File: config.mk
export PLATFORM = sky130hd
export DESIGN_NAME = ipwm_top
export DESIGN_NICKNAME = d
export VERILOG_FILES = /design/src/rtl/ipwm_pkg.sv /design/src/rtl/ipwm_timebase.sv /design/src/rtl/ipwm_channel.sv /design/src/rtl/ipwm_top.sv
export SDC_FILE = /design/constraint.sdc
export NUM_CORES = 1
export LEC_CHECK = 0
export CORE_MARGIN = 2
export CORE_UTILIZATION = 55
export CTS_BUF_LIST = sky130_fd_sc_hd__clkbuf_8
export CTS_CLUSTER_SIZE = 16
export DETAILED_ROUTE_END_ITERATION = 8
export GPL_TIMING_DRIVEN = 0
export PLACE_DENSITY = 0.78
export SYNTH_ARGS = -nofsm -noshare
export SYNTH_HDL_FRONTEND = slang
export SYNTH_SLANG_ARGS = --single-unit
File: constraint.sdc
create_clock -name clk_i -period 7.2 [get_ports clk_i]
set_clock_uncertainty 0.2 [all_clocks]
set_input_delay 2.16 -clock clk_i [delete_from_list [all_inputs] [get_ports clk_i]]
set_output_delay 2.16 -clock clk_i [all_outputs]
set_load 0.02 [all_outputs]
File: src/rtl/ipwm_pkg.sv
package ipwm_pkg;
  localparam int unsigned NUM_PH = 3;

  // start offset of phase idx inside a period
  function automatic int unsigned phase_ofs(int unsigned period, int unsigned idx);
    return (idx * period) / NUM_PH;
  endfunction

  // percent of a period, rounded down, in clocks
  function automatic int unsigned duty_clocks(int unsigned period, int unsigned pct);
    return (period * pct) / 100;
  endfunction

  // position of the shared count relative to a phase's own start
  function automatic int unsigned local_phase(int unsigned cnt, int unsigned ofs,
                                              int unsigned period);
    return (cnt >= ofs) ? (cnt - ofs) : (cnt + period - ofs);
  endfunction
endpackage

File: src/rtl/ipwm_timebase.sv
module ipwm_timebase #(
  parameter int unsigned PERIOD = 60,
  localparam int unsigned CW = $clog2(PERIOD)
) (
  input  logic          clk_i,
  input  logic          rst_i,
  output logic [CW-1:0] cnt_o
);
  localparam logic [CW-1:0] LAST = CW'(PERIOD - 1);

  logic [CW-1:0] cnt_q;
  logic          wrap_w;

  assign wrap_w = (cnt_q == LAST);

  always_ff @(posedge clk_i) begin
    if (rst_i)       cnt_q <= '0;
    else if (wrap_w) cnt_q <= '0;
    else             cnt_q <= cnt_q + 1'b1;
  end

  assign cnt_o = cnt_q;

  assert_cnt_range_R9: assert property (@(posedge clk_i) disable iff (rst_i)
    cnt_q <= LAST);
  assert_wrap_R9: assert property (@(posedge clk_i) disable iff (rst_i)
    wrap_w |=> (cnt_q == '0));
endmodule

File: src/rtl/ipwm_channel.sv
module ipwm_channel #(
  parameter int unsigned PERIOD       = 60,
  parameter int unsigned IDX          = 0,
  parameter int unsigned MAX_DUTY_PCT = 90,
  parameter int unsigned MIN_DUTY_PCT = 5,
  localparam int unsigned CW = $clog2(PERIOD)
) (
  input  logic          clk_i,
  input  logic          rst_i,
  input  logic          en_i,
  input  logic          trip_i,
  input  logic [CW-1:0] cnt_i,
  output logic          start_o,
  output logic          gate_o
);
  localparam int unsigned OFS    = ipwm_pkg::phase_ofs(PERIOD, IDX);
  localparam int unsigned MAX_ON = ipwm_pkg::duty_clocks(PERIOD, MAX_DUTY_PCT);
  localparam int unsigned MIN_ON = ipwm_pkg::duty_clocks(PERIOD, MIN_DUTY_PCT);
  localparam logic [CW-1:0] CAP_PH = CW'(MAX_ON);
  localparam logic [CW-1:0] MIN_PH = CW'(MIN_ON);

  logic [CW-1:0] ph_w;
  logic          start_w;   // cycle start edge of this channel
  logic          cap_w;     // duty cap reached
  logic          hit_w;     // trip accepted while gate high
  logic          runt_w;    // trip accepted before minimum on-time
  logic          gate_q, trip_q, skip_q;

  always_comb begin
    ph_w    = CW'(ipwm_pkg::local_phase(32'(cnt_i), OFS, PERIOD));
    start_w = (ph_w == '0);
    cap_w   = gate_q && (ph_w == CAP_PH);
    hit_w   = gate_o && trip_i;
    runt_w  = hit_w && (ph_w < MIN_PH);
  end

  always_ff @(posedge clk_i) begin
    if (rst_i) begin
      gate_q <= 1'b0;
      trip_q <= 1'b0;
      skip_q <= 1'b0;
    end else if (!en_i) begin
      gate_q <= 1'b0;
      trip_q <= 1'b0;
      skip_q <= 1'b0;
    end else if (start_w) begin
      gate_q <= !skip_q;
      trip_q <= 1'b0;
      skip_q <= 1'b0;
    end else if (hit_w) begin
      gate_q <= 1'b0;
      trip_q <= 1'b1;
      if (runt_w) skip_q <= 1'b1;
    end else if (cap_w) begin
      gate_q <= 1'b0;
    end
  end

  assign gate_o  = gate_q & en_i;
  assign start_o = start_w;

  assert_start_R3: assert property (@(posedge clk_i) disable iff (rst_i)
    (start_w && en_i && !skip_q) |=> gate_q);
  assert_cap_R4: assert property (@(posedge clk_i) disable iff (rst_i)
    gate_q |-> (ph_w != '0 && ph_w <= CAP_PH));
  assert_trip_end_R5: assert property (@(posedge clk_i) disable iff (rst_i)
    hit_w |=> !gate_q);
  assert_trip_latch_R5: assert property (@(posedge clk_i) disable iff (rst_i)
    trip_q |-> !gate_q);
  assert_skip_R6: assert property (@(posedge clk_i) disable iff (rst_i)
    (start_w && skip_q) |=> !gate_q);
  assert_ignore_R7: assert property (@(posedge clk_i) disable iff (rst_i)
    (!gate_o && trip_i && !trip_q) |=> !trip_q);
  assert_disable_R8: assert property (@(posedge clk_i) disable iff (rst_i)
    !en_i |=> (!gate_q && !skip_q));
endmodule

File: src/rtl/ipwm_top.sv
module ipwm_top #(
  parameter int unsigned PERIOD       = 60,
  parameter int unsigned MAX_DUTY_PCT = 90,
  parameter int unsigned MIN_DUTY_PCT = 5
) (
  input  logic       clk_i,
  input  logic       rst_i,
  input  logic [2:0] en_i,
  input  logic [2:0] trip_i,
  output logic [2:0] gate_o
);
  localparam int unsigned NPH = ipwm_pkg::NUM_PH;
  localparam int unsigned CW  = $clog2(PERIOD);

  logic [CW-1:0]  cnt_w;
  logic [NPH-1:0] start_w;

  ipwm_timebase #(.PERIOD(PERIOD)) u_timebase (
    .clk_i (clk_i),
    .rst_i (rst_i),
    .cnt_o (cnt_w)
  );

  for (genvar k = 0; k < NPH; k++) begin : g_ch
    ipwm_channel #(
      .PERIOD      (PERIOD),
      .IDX         (k),
      .MAX_DUTY_PCT(MAX_DUTY_PCT),
      .MIN_DUTY_PCT(MIN_DUTY_PCT)
    ) u_ch (
      .clk_i   (clk_i),
      .rst_i   (rst_i),
      .en_i    (en_i[k]),
      .trip_i  (trip_i[k]),
      .cnt_i   (cnt_w),
      .start_o (start_w[k]),
      .gate_o  (gate_o[k])
    );
  end

  assert_phase_split_R2: assert property (@(posedge clk_i) disable iff (rst_i)
    $onehot0(start_w));
  assert_ch0_origin_R2: assert property (@(posedge clk_i) disable iff (rst_i)
    start_w[0] |-> (cnt_w == '0));
endmodule

==> metrics.yaml <==
synthArstFlopShare_pct: 0
netlist_area_um2: 1080
htree_num_levels: 1
synthMuxAreaShare_pct: 1.85
worst_path_largest_cell_delay_ns: 0.58
drc_errors: 0
rows: 16
drt-total-wl_um: 2310
syn-instance-count: 126
vdd_drop_max_mv: 0.107
cp.required_ns: 4.84
cts_buffers: 3
post-route-min-period_ns: 5.88
path_buf_inv: 3
antenna_found_initial: 0
synth_adder_area_share_pct: 17.4
grt_pass1_vias: 952
met1_usage_pct: 27.3
yosys.area_share.simple_pct: 21.3
start_util_pct: 56.8
period_share_pct: 81.7
r2r-end: "g_ch[2].u_ch.gate_q$_SDFFE_PP0P_"
cp-end-kind: "output pin"
vias: 966
path_max_fanout: 3
clk_path_buf_depth: 2
grt-ovfl-total: 0
area_growth_pct: 17.5
synth-seq-area-share_pct: 22.2
fin_area_um2: 1270
final_nets: 164
coreArea_um2: 1900
criticalPathCategory: "input pin to output pin"
grt_util_met3_pct: 3.70
wl_per_cell_um: 13.8
ant_nets: 0
cp_common_cell: "clkdlybuf4s50_1"
synth-seq-cells: 12
grt_max_degree: 11
r2r_slack_ns: 3.81
whs_path_depth: 2
post-dp-hpwl_um: 1780
cts_root_buffer: "clkbuf_8"
arrival_ns: 3.52
slew_violations: 0
synth.distinct_cells: 43
clk_latency_ns: 0.25
instances_no_fill: 167
layout_common_cells: "ha_1, inv_1, dfxtp_1"
synth_edf_count: 0
globalRoute.busiestLayer: "met2"
powerDensity_nw_per_um2: 144
hold_class: "register to register"
hold_viol: 0
via_per_inst: 5.78
port_buffers: 10
max_freq_mhz: 170
synth_warnings: 0
crit_path_start_kind: "input pin"
placed_cells: 163
die_x_um: 48.3
fp.dieArea_um2: 2330
synth_nets: 149
hold_path_end: "g_ch[1].u_ch.skip_q$_SDFFE_PP0P_"
cts_resized: 0
drt_pass1_iterations: 4
synth_compound_area_share_pct: 19.7
slowest_stage: "clkdlybuf4s50_1"
rsz0062_at_grt: "no"
path_clk_slew_ns: 0.06
die_h_um: 48.3
avgSynthCellArea_um2: 8.57
max-slew-margin-rel_pct: 63.6
drtIter0Drc: 17
crit_family: "buffers and inverters"
cap_violations: 0
synth_top_family_by_area: "simple AND/OR/NAND/NOR gates"
outcome: "completed"
track_usage_pct: 21.6
diodes: 0
reg2reg_from: "u_timebase.cnt_o[2]$_SDFF_PP0_"
yosys_most_used_dff: "dfxtp_1"
n_fill_cell: 162
cts_tree: "built"
tightestPinTransition_ns: 0.538
holdBufCountCts: 0
drive_above_1_share_pct: 12.1
grtUsageMet2_pct: 36.6
crit_chain: "clkdlybuf4s50_1 > and2_1 > buf_4 > clkdlybuf4s50_1"
utilization_pct: 66.7
setup-violations-final: 0
place_area_um2: 1210
worst_r2r_path_depth: 11
postCtsSetupRepairBufs: 0
cts.sinks: 12
hp-start: "g_ch[1].u_ch.skip_q$_SDFFE_PP0P_"
io_pins: 11
fin_setup_tns_ns: 0
mostFrequentLayoutCell: "ha_1"
grt_pass1_wl_um: 4040
synth_xor_area_share_pct: 9.04
p_leak_nw: 0.558
place.gp.congestion: 0.959
==> sequential cells by signal (all words and copies together) (netlist names) <==
name	cells
u_timebase.cnt_o	6
g_ch.u_ch.gate_q	3
g_ch.u_ch.skip_q	3
==> area by class of cell <==
cell class              instances  area (µm²)  share of cell area (%)
plain buffers                   6        42.5                    3.35
flip-flops and latches         12         240                    18.9
repair buffers                 10         100                    7.89
well taps                      27        33.8                    2.66
inverters                      13        48.8                    3.85
multi-input cells              95         748                    59.0
clock buffers                   4        55.1                    4.34
==> cells in the mapped netlist (2+ instances only) <==
cell / n / area, µm²
ha_1: 15 / 188
dfxtp_1: 12 / 240
inv_1: 12 / 45.0
nor2_1: 9 / 33.8
nand2_1: 7 / 26.3
nand3_1: 6 / 30.0
xnor2_1: 6 / 52.6
a21oi_1: 5 / 25.0
nand4_1: 4 / 25.0
and2_1: 3 / 18.8
buf_4: 3 / 22.5
o21ai_0: 3 / 15.0
a2111oi_0: 2 / 17.5
a21boi_0: 2 / 15.0
mux2i_1: 2 / 20.0
nand2b_1: 2 / 12.5
nor2b_1: 2 / 12.5
nor3_1: 2 / 10.0
nor4b_1: 2 / 17.5
o2111a_1: 2 / 22.5
o211a_1: 2 / 20.0
xor2_1: 2 / 17.5
==> worst reg2reg max path, delay by kind of cell, from the launching register on <==
kind	cells	cell delay, ns
AO/OA/AOI/OAI	2	0.53
XOR/XNOR	3	0.61
adder cells (fa/ha/maj)	2	0.52
buffers and inverters	3	0.72
flip-flops	1	0.41
AND/OR/NAND/NOR	1	0.29
==> where the power goes <==
group | total, mW | internal, mW | switching (mW)
clock | 0.0758 | 0.0484 | 0.0273
sequential | 0.0706 | 0.0685 | 0.00214
combinational | 0.0358 | 0.0166 | 0.0192
==> cells by family (layout without fill, tap and decap cells) <==
| family | after synthesis | count (layout) |
|---|---|---|
| adders and majority gates | 15 | 15 |
| muxes | 2 | 2 |
| AOI/OAI and AO/OA | 27 | 27 |
| DFF | 12 | 12 |
| buffers and inverters | 19 | 33 |
| and+or+nand+nor | 42 | 42 |
| xor gates and xnor gates | 9 | 9 |
==> routing by layer <==
layer	share of wire (%)	vias to the layer above
met2	46	42
met4	2.6	0
met5	0	-
li1	-	471
met3	6.1	7
met1	45	446
==> worst max-delay path by stage <==
| stage | depth (start not counted) | slack (ns) | from | endpoint |
|---|---|---|---|---|
| 2_1_floorplan | 2 | 2.37 | en_i[1] | gate_o[1] |
| 3_3_place_gp | 4 | 1.32 | en_i[1] | gate_o[1] |
| 3_5_place_dp | 4 | 1.31 | en_i[1] | gate_o[1] |
| 4_1_cts | 4 | 1.31 | en_i[1] | gate_o[1] |
| 5_1_grt | 4 | 1.28 | en_i[2] | gate_o[2] |
| 6_report | 4 | 1.32 | en_i[1] | gate_o[1] |
==> stage by stage <==
stage | hold slack (ns) | total power, mW | setup slack, ns
floorplan | 0.241 | 0.0960 | 2.37
global placement | 0.263 | 0.106 | 1.32
detailed placement | 0.281 | 0.107 | 1.31
CTS | 0.289 | 0.183 | 1.31
global route | 0.314 | 0.191 | 1.28
finish | 0.288 | 0.182 | 1.32
No activity file was read; power rests on OpenSTA's default activity.
